==> src/rtl/fpcvt_pkg.sv <==
package fpcvt_pkg;

    localparam int SP_W       = 32;
    localparam int SP_EXP_W   = 8;
    localparam int SP_MAN_W   = 23;
    localparam int HP_W       = 16;
    localparam int HP_EXP_W   = 5;
    localparam int HP_MAN_W   = 10;
    localparam int SP_BIAS    = 127;
    localparam int HP_BIAS    = 15;
    localparam int BIAS_DIFF  = SP_BIAS - HP_BIAS;
    localparam int SIG_W      = SP_MAN_W + 1;
    localparam int BASE_SH    = SP_MAN_W - HP_MAN_W;
    localparam int KEEP_W     = HP_MAN_W + 1;
    localparam int FLUSH_EXP  = 93;
    localparam int XTRA_W     = 20;
    localparam int XSH_W      = 5;
    localparam int SUB_LEAD_BASE = SP_BIAS - HP_BIAS - HP_MAN_W + 1 - 1 + 1 - 1 - 8;

    localparam logic [HP_W-1:0] HP_QNAN = 16'h7fff;
    localparam logic [SP_W-1:0] SP_QNAN = 32'h7fff_ffff;

    typedef enum logic [1:0] {
        RND_NEAREST = 2'd0,
        RND_DOWN    = 2'd1,
        RND_UP      = 2'd2,
        RND_ZERO    = 2'd3
    } rnd_mode_e;

    typedef enum logic [1:0] {
        MAG_NEAREST = 2'd0,
        MAG_CHOP    = 2'd1,
        MAG_AWAY    = 2'd2
    } mag_rnd_e;

    function automatic mag_rnd_e fold_mode(input logic [1:0] mode, input logic sign,
                                           input logic chop);
        mag_rnd_e r;
        if (chop) begin
            r = MAG_CHOP;
        end else begin
            unique case (rnd_mode_e'(mode))
                RND_NEAREST: r = MAG_NEAREST;
                RND_DOWN:    r = sign ? MAG_AWAY : MAG_CHOP;
                RND_UP:      r = sign ? MAG_CHOP : MAG_AWAY;
                default:     r = MAG_CHOP;
            endcase
        end
        return r;
    endfunction

endpackage

==> src/rtl/fpcvt_round_shift.sv <==
module fpcvt_round_shift
    import fpcvt_pkg::*;
#(
    parameter int IN_W  = SIG_W,
    parameter int OUT_W = KEEP_W,
    parameter int EXT_W = XTRA_W,
    parameter int SH_W  = XSH_W
) (
    input  logic [IN_W-1:0]  sig_i,
    input  logic [SH_W-1:0]  extra_sh_i,
    input  mag_rnd_e         mode_i,
    output logic [OUT_W:0]   q_o
);
    localparam int FRAC_W = IN_W - OUT_W + EXT_W;
    localparam int TOT_W  = IN_W + EXT_W;

    logic [TOT_W-1:0]  shifted;
    logic [OUT_W-1:0]  kept;
    logic              half_bit;
    logic              sticky;
    logic              bump;

    always_comb begin
        shifted  = {sig_i, {EXT_W{1'b0}}} >> extra_sh_i;
        kept     = shifted[TOT_W-1:FRAC_W];
        half_bit = shifted[FRAC_W-1];
        sticky   = |shifted[FRAC_W-2:0];
        unique case (mode_i)
            MAG_NEAREST: bump = half_bit & (sticky | kept[0]);
            MAG_AWAY:    bump = half_bit | sticky;
            default:     bump = 1'b0;
        endcase
        q_o = {1'b0, kept} + {{OUT_W{1'b0}}, bump};
    end
endmodule

==> src/rtl/fpcvt_narrow.sv <==
module fpcvt_narrow
    import fpcvt_pkg::*;
(
    input  logic [SP_W-1:0] sp_i,
    input  logic [1:0]      rmode_i,
    input  logic            trunc_i,
    output logic [HP_W-1:0] hp_o
);
    logic                 sgn;
    logic [SP_EXP_W-1:0]  exp_in;
    logic [SP_MAN_W-1:0]  man_in;
    logic                 is_special;
    logic                 is_nan;
    logic                 is_tiny;
    logic signed [9:0]    exp_rb;
    logic signed [9:0]    exp_adj;
    logic signed [9:0]    exp_fin;
    logic signed [9:0]    xsh_full;
    logic [XSH_W-1:0]     xsh;
    mag_rnd_e             mode;
    logic [KEEP_W:0]      q;
    logic [HP_EXP_W-1:0]  exp_out;
    logic [HP_MAN_W-1:0]  man_out;
    logic                 ovf;

    always_comb begin
        sgn        = sp_i[SP_W-1];
        exp_in     = sp_i[SP_W-2:SP_MAN_W];
        man_in     = sp_i[SP_MAN_W-1:0];
        is_special = &exp_in;
        is_nan     = is_special & (|man_in);
        is_tiny    = exp_in <= SP_EXP_W'(FLUSH_EXP);
        exp_rb     = $signed({2'b00, exp_in}) - 10'sd112;
        mode       = fold_mode(rmode_i, sgn, trunc_i);
        if (exp_rb <= 10'sd0) begin
            xsh_full = 10'sd1 - exp_rb;
            exp_adj  = 10'sd1;
        end else begin
            xsh_full = 10'sd0;
            exp_adj  = exp_rb;
        end
        xsh = xsh_full[XSH_W-1:0];
    end

    fpcvt_round_shift #(
        .IN_W (SIG_W),
        .OUT_W(KEEP_W),
        .EXT_W(XTRA_W),
        .SH_W (XSH_W)
    ) round_i (
        .sig_i     ({1'b1, man_in}),
        .extra_sh_i(xsh),
        .mode_i    (mode),
        .q_o       (q)
    );

    always_comb begin
        exp_fin = exp_adj;
        if (q[KEEP_W]) begin
            exp_fin = exp_adj + 10'sd1;
            man_out = q[KEEP_W-1:1];
            exp_out = exp_fin[HP_EXP_W-1:0];
        end else if (q[KEEP_W-1]) begin
            man_out = q[HP_MAN_W-1:0];
            exp_out = exp_fin[HP_EXP_W-1:0];
        end else begin
            man_out = q[HP_MAN_W-1:0];
            exp_out = '0;
        end
        ovf = exp_fin >= 10'sd31;

        if (is_nan) begin
            hp_o = HP_QNAN;
        end else if (is_special) begin
            hp_o = {sgn, {HP_EXP_W{1'b1}}, {HP_MAN_W{1'b0}}};
        end else if (is_tiny) begin
            hp_o = {sgn, {(HP_W-1){1'b0}}};
        end else if (ovf) begin
            if (mode == MAG_CHOP)
                hp_o = {sgn, {(HP_EXP_W-1){1'b1}}, 1'b0, {HP_MAN_W{1'b1}}};
            else
                hp_o = {sgn, {HP_EXP_W{1'b1}}, {HP_MAN_W{1'b0}}};
        end else begin
            hp_o = {sgn, exp_out, man_out};
        end
    end
endmodule

==> src/rtl/fpcvt_widen.sv <==
module fpcvt_widen
    import fpcvt_pkg::*;
(
    input  logic [HP_W-1:0] hp_i,
    output logic [SP_W-1:0] sp_o
);
    logic                 sgn;
    logic [HP_EXP_W-1:0]  exp_in;
    logic [HP_MAN_W-1:0]  man_in;
    logic [3:0]           lead;
    logic [HP_MAN_W-1:0]  man_sub;
    logic [SP_EXP_W-1:0]  exp_sub;
    logic [SP_EXP_W-1:0]  exp_nrm;

    always_comb begin
        sgn    = hp_i[HP_W-1];
        exp_in = hp_i[HP_W-2:HP_MAN_W];
        man_in = hp_i[HP_MAN_W-1:0];
        lead   = '0;
        for (int i = 0; i < HP_MAN_W; i++) begin
            if (man_in[i]) lead = 4'(i);
        end
        man_sub = man_in << (4'(HP_MAN_W) - lead);
        exp_sub = 8'd103 + {4'b0000, lead};
        exp_nrm = {3'b000, exp_in} + 8'(BIAS_DIFF);

        if (&exp_in) begin
            if (|man_in)
                sp_o = SP_QNAN;
            else
                sp_o = {sgn, {SP_EXP_W{1'b1}}, {SP_MAN_W{1'b0}}};
        end else if (exp_in == '0) begin
            if (man_in == '0)
                sp_o = {sgn, {(SP_W-1){1'b0}}};
            else
                sp_o = {sgn, exp_sub, man_sub, {BASE_SH{1'b0}}};
        end else begin
            sp_o = {sgn, exp_nrm, man_in, {BASE_SH{1'b0}}};
        end
    end
endmodule

==> src/rtl/fpcvt_top.sv <==
module fpcvt_top
    import fpcvt_pkg::*;
(
    input  logic              to_half_i,
    input  logic [1:0]        rmode_i,
    input  logic              trunc_i,
    input  logic [SP_W-1:0]   single_i,
    input  logic [HP_W-1:0]   half_i,
    output logic [SP_W-1:0]   res_o
);
    logic [HP_W-1:0] narrow_res;
    logic [SP_W-1:0] widen_res;

    fpcvt_narrow narrow_i (
        .sp_i   (single_i),
        .rmode_i(rmode_i),
        .trunc_i(trunc_i),
        .hp_o   (narrow_res)
    );

    fpcvt_widen widen_i (
        .hp_i(half_i),
        .sp_o(widen_res)
    );

    always_comb begin
        if (to_half_i)
            res_o = {{(SP_W-HP_W){1'b0}}, narrow_res};
        else
            res_o = widen_res;
    end
endmodule

==> config.mk <==
export PLATFORM = sky130hd
export DESIGN_NAME = fpcvt_top
export DESIGN_NICKNAME = d
export VERILOG_FILES = /design/src/rtl/fpcvt_pkg.sv /design/src/rtl/fpcvt_round_shift.sv /design/src/rtl/fpcvt_narrow.sv /design/src/rtl/fpcvt_widen.sv /design/src/rtl/fpcvt_top.sv
export SDC_FILE = /design/constraint.sdc
export NUM_CORES = 1
export LEC_CHECK = 0
export ABC_AREA = 1
export CORE_AREA = 2 2 88 90
export DETAILED_ROUTE_END_ITERATION = 8
export DIE_AREA = 0 0 90 92
export GPL_TIMING_DRIVEN = 0
export PLACE_DENSITY = 0.8
export SLEW_MARGIN = 20
export SYNTH_ARGS = -nofsm -noshare
export SYNTH_HDL_FRONTEND = slang
export SYNTH_SLANG_ARGS = --single-unit
==> constraint.sdc <==
create_clock -name vclk -period 4.3
set_clock_uncertainty 0.2 [all_clocks]
set_input_delay 0.43 -clock vclk [all_inputs]
set_output_delay 0.43 -clock vclk [all_outputs]
set_load 0.02 [all_outputs]
# == Word level (Yosys, flattened, before mapping) ==
# Cells that the tools add are included.
# op_classes
n_mux,30
magnitude_cmp,3
reduce_logical,9
n_bitwise,4
n_shift,2
n_eq_ne,4
n_addsub,7
# ops
cell,n
2-to-1 mux 32 bit,3
2-to-1 mux 31 bit,2
2-to-1 mux 15 bit,3
right shift 44 x 5 -> 44 bit,1
OR reduction 32 bit,1
2-to-1 mux 10 bit,3
OR reduction 23 bit,1
2-to-1 mux 16 bit,1
2-to-1 mux 5 bit,3
adder 11 x 1 -> 12 bit,1
2-to-1 mux 3 bit,4
2-to-1 mux 11 bit,1
adder 10 x 2 -> 10 bit (second input constant),1
greater-or-equal comparator 10 x 6 -> 1 bit (second input constant),1
zero test 10 bit,1
2-to-1 mux 2 bit,5
OR reduction 10 bit,1
left shift 10 x 4 -> 10 bit,1
less-or-equal comparator 9 x 1 -> 1 bit (second input constant),1
subtractor 8 x 7 -> 9 bit (second input constant),1
adder 5 x 7 -> 8 bit (second input constant),1
adder 7 x 4 -> 8 bit (first input constant),1
less-or-equal comparator 8 x 7 -> 1 bit (second input constant),1
2-to-1 mux 4 bit,2
other kinds (13),18
# totals
out_inout_bits,32
inputBits,52
reg_bits,0

# == Longest topological paths before layout ==
# depth
depth_word,16
mapped_depth,37
ltp_nobuf,35

# == Modules after synthesis ==
# Synthesis repeated with hierarchy kept, for this count alone.
# unflattened
cells_unflattened,770
hier_area_um2,3897.5
# modules_own_cells
mod,area_each_um2,seq_area_each_um2,cells_each,instances
fpcvt_round_shift,1455.1,0.0,308,1
fpcvt_narrow,1089.8,0.0,191,1
fpcvt_widen,994.7,0.0,185,1
fpcvt_top,357.8,0.0,86,1

# == Least setup slack after synthesis ==
# No wires, ideal clock.
# synth_timing
path_type,input to output
startpoint,in single_i[27]
endpoint,out res_o[8]
stages,33
path_slack_ps,-465
arrival_ps,4135
cell_sequence,ha_1 > nand2_1 > clkinv_1 > nor2_1 > inv_2 > nand2_8 > nand2_4 > buf_6 > clkbuf_1 > o21ai_0 > nand2_1 > nand2_1 > nor2_1 > a31oi_1 > nand3_1 > nor3b_1 > nand3_1 > nand2_1 > nand4_1 > nor2_1 > nor2_1 > ha_1 > nand3_2 > inv_2 > nand2_2 > nor2_4 > buf_6 > o31ai_2 > nand3_4 > buf_6 > nand3_2 > nand3_1 > a21oi_1
# synth_between
elab_chain_len,16
word_cells_on_any_way,24
cone_classes,4 x add/sub; 3 x order compare; 1 x shift; 10 x mux; 4 x bitwise; 2 x reduce/logical
# synth_lines
item,line_no,rtl
start: declaration,fpcvt_top.sv:7,"input logic [SP_W-1:0] single_i,"
subtractor 8 x 7 -> 9 bit,fpcvt_narrow.sv:33,"exp_rb = $signed({2'b00, exp_in}) - 10'sd112;"
less-or-equal comparator 9 x 1 -> 1 bit / subtractor 2 x 5 -> 5 bit (equally long branches),"fpcvt_narrow.sv:35, fpcvt_narrow.sv:36",
2-to-1 mux 5 bit,fpcvt_narrow.sv:35,if (exp_rb <= 10'sd0) begin
right shift 44 x 5 -> 44 bit,fpcvt_round_shift.sv:24,"shifted = {sig_i, {EXT_W{1'b0}}} >> extra_sh_i;"
OR reduction 32 bit,fpcvt_round_shift.sv:27,sticky = |shifted[FRAC_W-2:0];
bitwise OR 1 bit,fpcvt_round_shift.sv:29,MAG_NEAREST: bump = half_bit & (sticky | kept[0]);
bitwise AND 1 bit,fpcvt_round_shift.sv:29,
one-hot mux 1 bit (2 select lines),fpcvt_round_shift.sv:28,unique case (mode_i)
adder 11 x 1 -> 12 bit,fpcvt_round_shift.sv:33,"q_o = {1'b0, kept} + {{OUT_W{1'b0}}, bump};"
2-to-1 mux 10 bit,fpcvt_narrow.sv:59,if (q[KEEP_W]) begin
greater-or-equal comparator 10 x 6 -> 1 bit,fpcvt_narrow.sv:70,ovf = exp_fin >= 10'sd31;
2-to-1 mux 15 bit,fpcvt_narrow.sv:78,end else if (ovf) begin
2-to-1 mux 15 bit,fpcvt_narrow.sv:76,end else if (is_tiny) begin
2-to-1 mux 15 bit,fpcvt_narrow.sv:74,end else if (is_special) begin
2-to-1 mux 16 bit (*),fpcvt_narrow.sv:72,if (is_nan) begin
2-to-1 mux 32 bit (*),fpcvt_top.sv:27,if (to_half_i)
end: declaration,fpcvt_top.sv:9,output logic [SP_W-1:0] res_o
# Mark *: on every way between the ends. The rest lies on a longest branch, timed or not.

# == Worst setup path after layout ==
# layout_timing
startpoint,in single_i[24]
endpoint,out res_o[8]
# Same word-level chain as after synthesis.

==> results.toml <==
[layout]
nNetsFinal = 839
clkbuf_count = 0
diodes = 0
drive_gt1_share_pct = 29.3
finalNonFillerCells = 878
area_growth_syn_to_layout_pct = 60.2
register_area_um2 = 0
design.seq.count = 0

[drt]
postRouteWirelength_um = 13500
wl_per_cell_um = 15.3
drc = 0
via_per_inst = 5.58
ant_nets = 0
dr.pass1.iters = 7
num_vias = 4895
first_iter_violations = 263

[run]
cap_violations = 0

[placement]
hpwl_um = 9750
port-buffer-count = 84
dp_cells = 837
gp_congestion = 0.967

[grt]
antenna_found_initial = 0
grt_pass1_vias = 4595
grt-ovfl-total = 0
grt_max_degree = 19
groute.usage.overall_pct = 29.7
grt_pass1_wl_um = 21100

[power]
ir_worst_vdd_uv = 71.9
p_leak_nw = 2.58
powerDensity_nw_per_um2 = 140

[setup_path]
required_ns = 3.67
worst_path_max_delay_cell = "nor2_2"
max_stage_delay_ns = 0.82
crit_type = "input pin to output pin"
crit_arrival_ns = 4.56
cp-start-kind = "input pin"
endpoint_kind = "output pin"
path_common_cell = "buf_4"
worstPathMaxFanout = 10
crit_chain = "buf_2 -> nor2_2 -> buf_4 -> buf_4 -> buf_4 -> buf_4 -> buf_4 -> buf_4 -> buf_4 -> buf_4 -> buf_4 -> buf_4 -> buf_4 -> buf_4 -> buf_4 -> buf_4 -> buf_4 -> o221ai_1 -> o21a_1 -> inv_1 -> nor2_2 -> nand3_4 -> a21oi_4 -> buf_6"

[outcome]
violations = "negative setup slack"
status = "finished, violations left"

[synthesis]
ys_types = 48
ys_warn_count = 0
seq_area_frac_synth_pct = 0
synthCells = 651
synth_area_per_cell_um2 = 5.30
syn_nets = 712
syn_area_um2 = 3450

[die]
fp.coreArea_um2 = 7450
die_y_um = 92
rows = 32
initial_core_util_pct = 46.3
die_x_um = 90
die-area_um2 = 8280
io-pin-count = 84

[sta]
hold_viol = 0
maxSlewViolCount = 0
period_needed_ns = 5.19
whs_ns = 1.48
fmax_mhz = 193
fin_crit_sh_pct = 121
setup_viol_count_final = 15
rsz0062_at_grt = "yes"
fin_ws_ns = -0.888
tightest_slew_ns = 1.11
relSlewSlack_pct = 25.9

[cts]
ctsHoldBuffers = 0

[worst_hold_path]
worstHoldEndpoint = "res_o[12]"
holdCritStartpoint = "single_i[25]"
whs_path_depth = 8
min_path_type = "input pin to output pin"
## through the flow
stage	setup TNS (ns)	setup WS, ns	power [mW]	area (um^2)	util, %
after floorplan	-2.09	-0.195	0.449	3790	-
after global placement	-31.64	-1.94	0.636	4760	63.9
after detailed placement	-31.94	-2.02	0.644	4770	64.0
after CTS	-8.99	-0.655	0.708	5240	70.4
after global routing	-13.98	-1.02	0.832	5520	74.2
final	-11.29	-0.888	0.772	5520	74.2
## cell families (layout without fill, tap and decap cells)
| group | Yosys count | count (layout) | synth area share (%) |
|---|---|---|---|
| compound gates | 125 | 125 | 20.4 |
| xor+xnor | 13 | 13 | 3.30 |
| fa+ha+maj | 9 | 9 | 3.27 |
| buf+inv | 111 | 235 | 14.1 |
| mux | 4 | 4 | 1.16 |
| simple gates | 389 | 390 | 57.8 |
## cell usage after synthesis (all sizes together) (2+ instances only)
cell | n | area, um^2
clkbuf | 13 | 48.8
nor2 | 62 | 314
buf | 12 | 114
xnor2 | 5 | 43.8
a22oi | 2 | 15.0
o21a | 2 | 15.0
xor2 | 8 | 70.1
o31ai | 2 | 20.0
a21oi | 47 | 235
o221ai | 4 | 35.0
a31oi | 4 | 25.0
inv | 81 | 304
and2 | 4 | 25.0
ha | 9 | 113
nand3 | 98 | 633
clkinv | 5 | 18.8
or2 | 4 | 25.0
nor3 | 12 | 60.1
mux2i | 4 | 40.0
nand4 | 11 | 68.8
nand2 | 189 | 801
o211ai | 2 | 15.0
o21ai | 55 | 275
nor4 | 6 | 43.8
## timing repair
| action | CTS | global route |
|---|---|---|
| buffers inserted | 29 | 9 |
| pin swaps | 37 | 46 |
| setup endpoints to repair | 23 | 23 |
| cloned | 3 | 1 |
| gates resized for setup | 185 | 50 |
## layer usage
layer	routed length, um	up-vias	track usage [%]
met4	467	0	6.67
met5	0	-	0
li1	-	2433	-
met1	5300	2212	35.3
met2	6900	207	57.5
met3	792	43	2.63
## cell type report
class | count | area [um^2]
multi-input combinational | 541 | 3590
fill | 628 | 1920
timing repair buffer | 125 | 1240
inverter | 86 | 332
buffer | 24 | 238
tap | 102 | 128
## report_power, final
group	switching, mW	leakage [nW]	internal [mW]	total, mW
combinational	0.453	2.58	0.319	0.772
clock	0	0	0	0
sequential	0	0	0	0
total	0.453	2.58	0.319	0.772
## cell usage in the layout (no fill, tap or decap), types with 10 or more instances in the layout
master	instances
clkdlybuf4s50_1	55
o21ai_1	16
nor2_4	11
nand2_2	13
buf_6	19
buf_4	39
o21ai_0	30
nand3_2	18
nand4_1	11
nand3_1	58
a21oi_1	33
nand2_4	10
nor2_1	42
nand2_1	162
a21oi_4	11
inv_1	70
inv_2	12
nand3_4	22
nor3_1	10
## worst max-delay path, delay by kind of cell
| family | cells | cell delay [ns] |
|---|---|---|
| AOI/OAI and AO/OA | 3 | 0.76 |
| buffers and inverters | 18 | 2.28 |
| and+or+nand+nor | 3 | 1.06 |
## how the worst max path moves through the flow
stage                       from       end  depth (start not counted)
finish              single_i[24]  res_o[8]                         24
global route        single_i[24]  res_o[8]                         24
CTS                 single_i[28]  res_o[8]                         35
detailed placement  single_i[27]  res_o[8]                         37
global placement    single_i[27]  res_o[7]                         37
floorplan           single_i[27]  res_o[0]                         34
(Power assumes the default switching activity.)
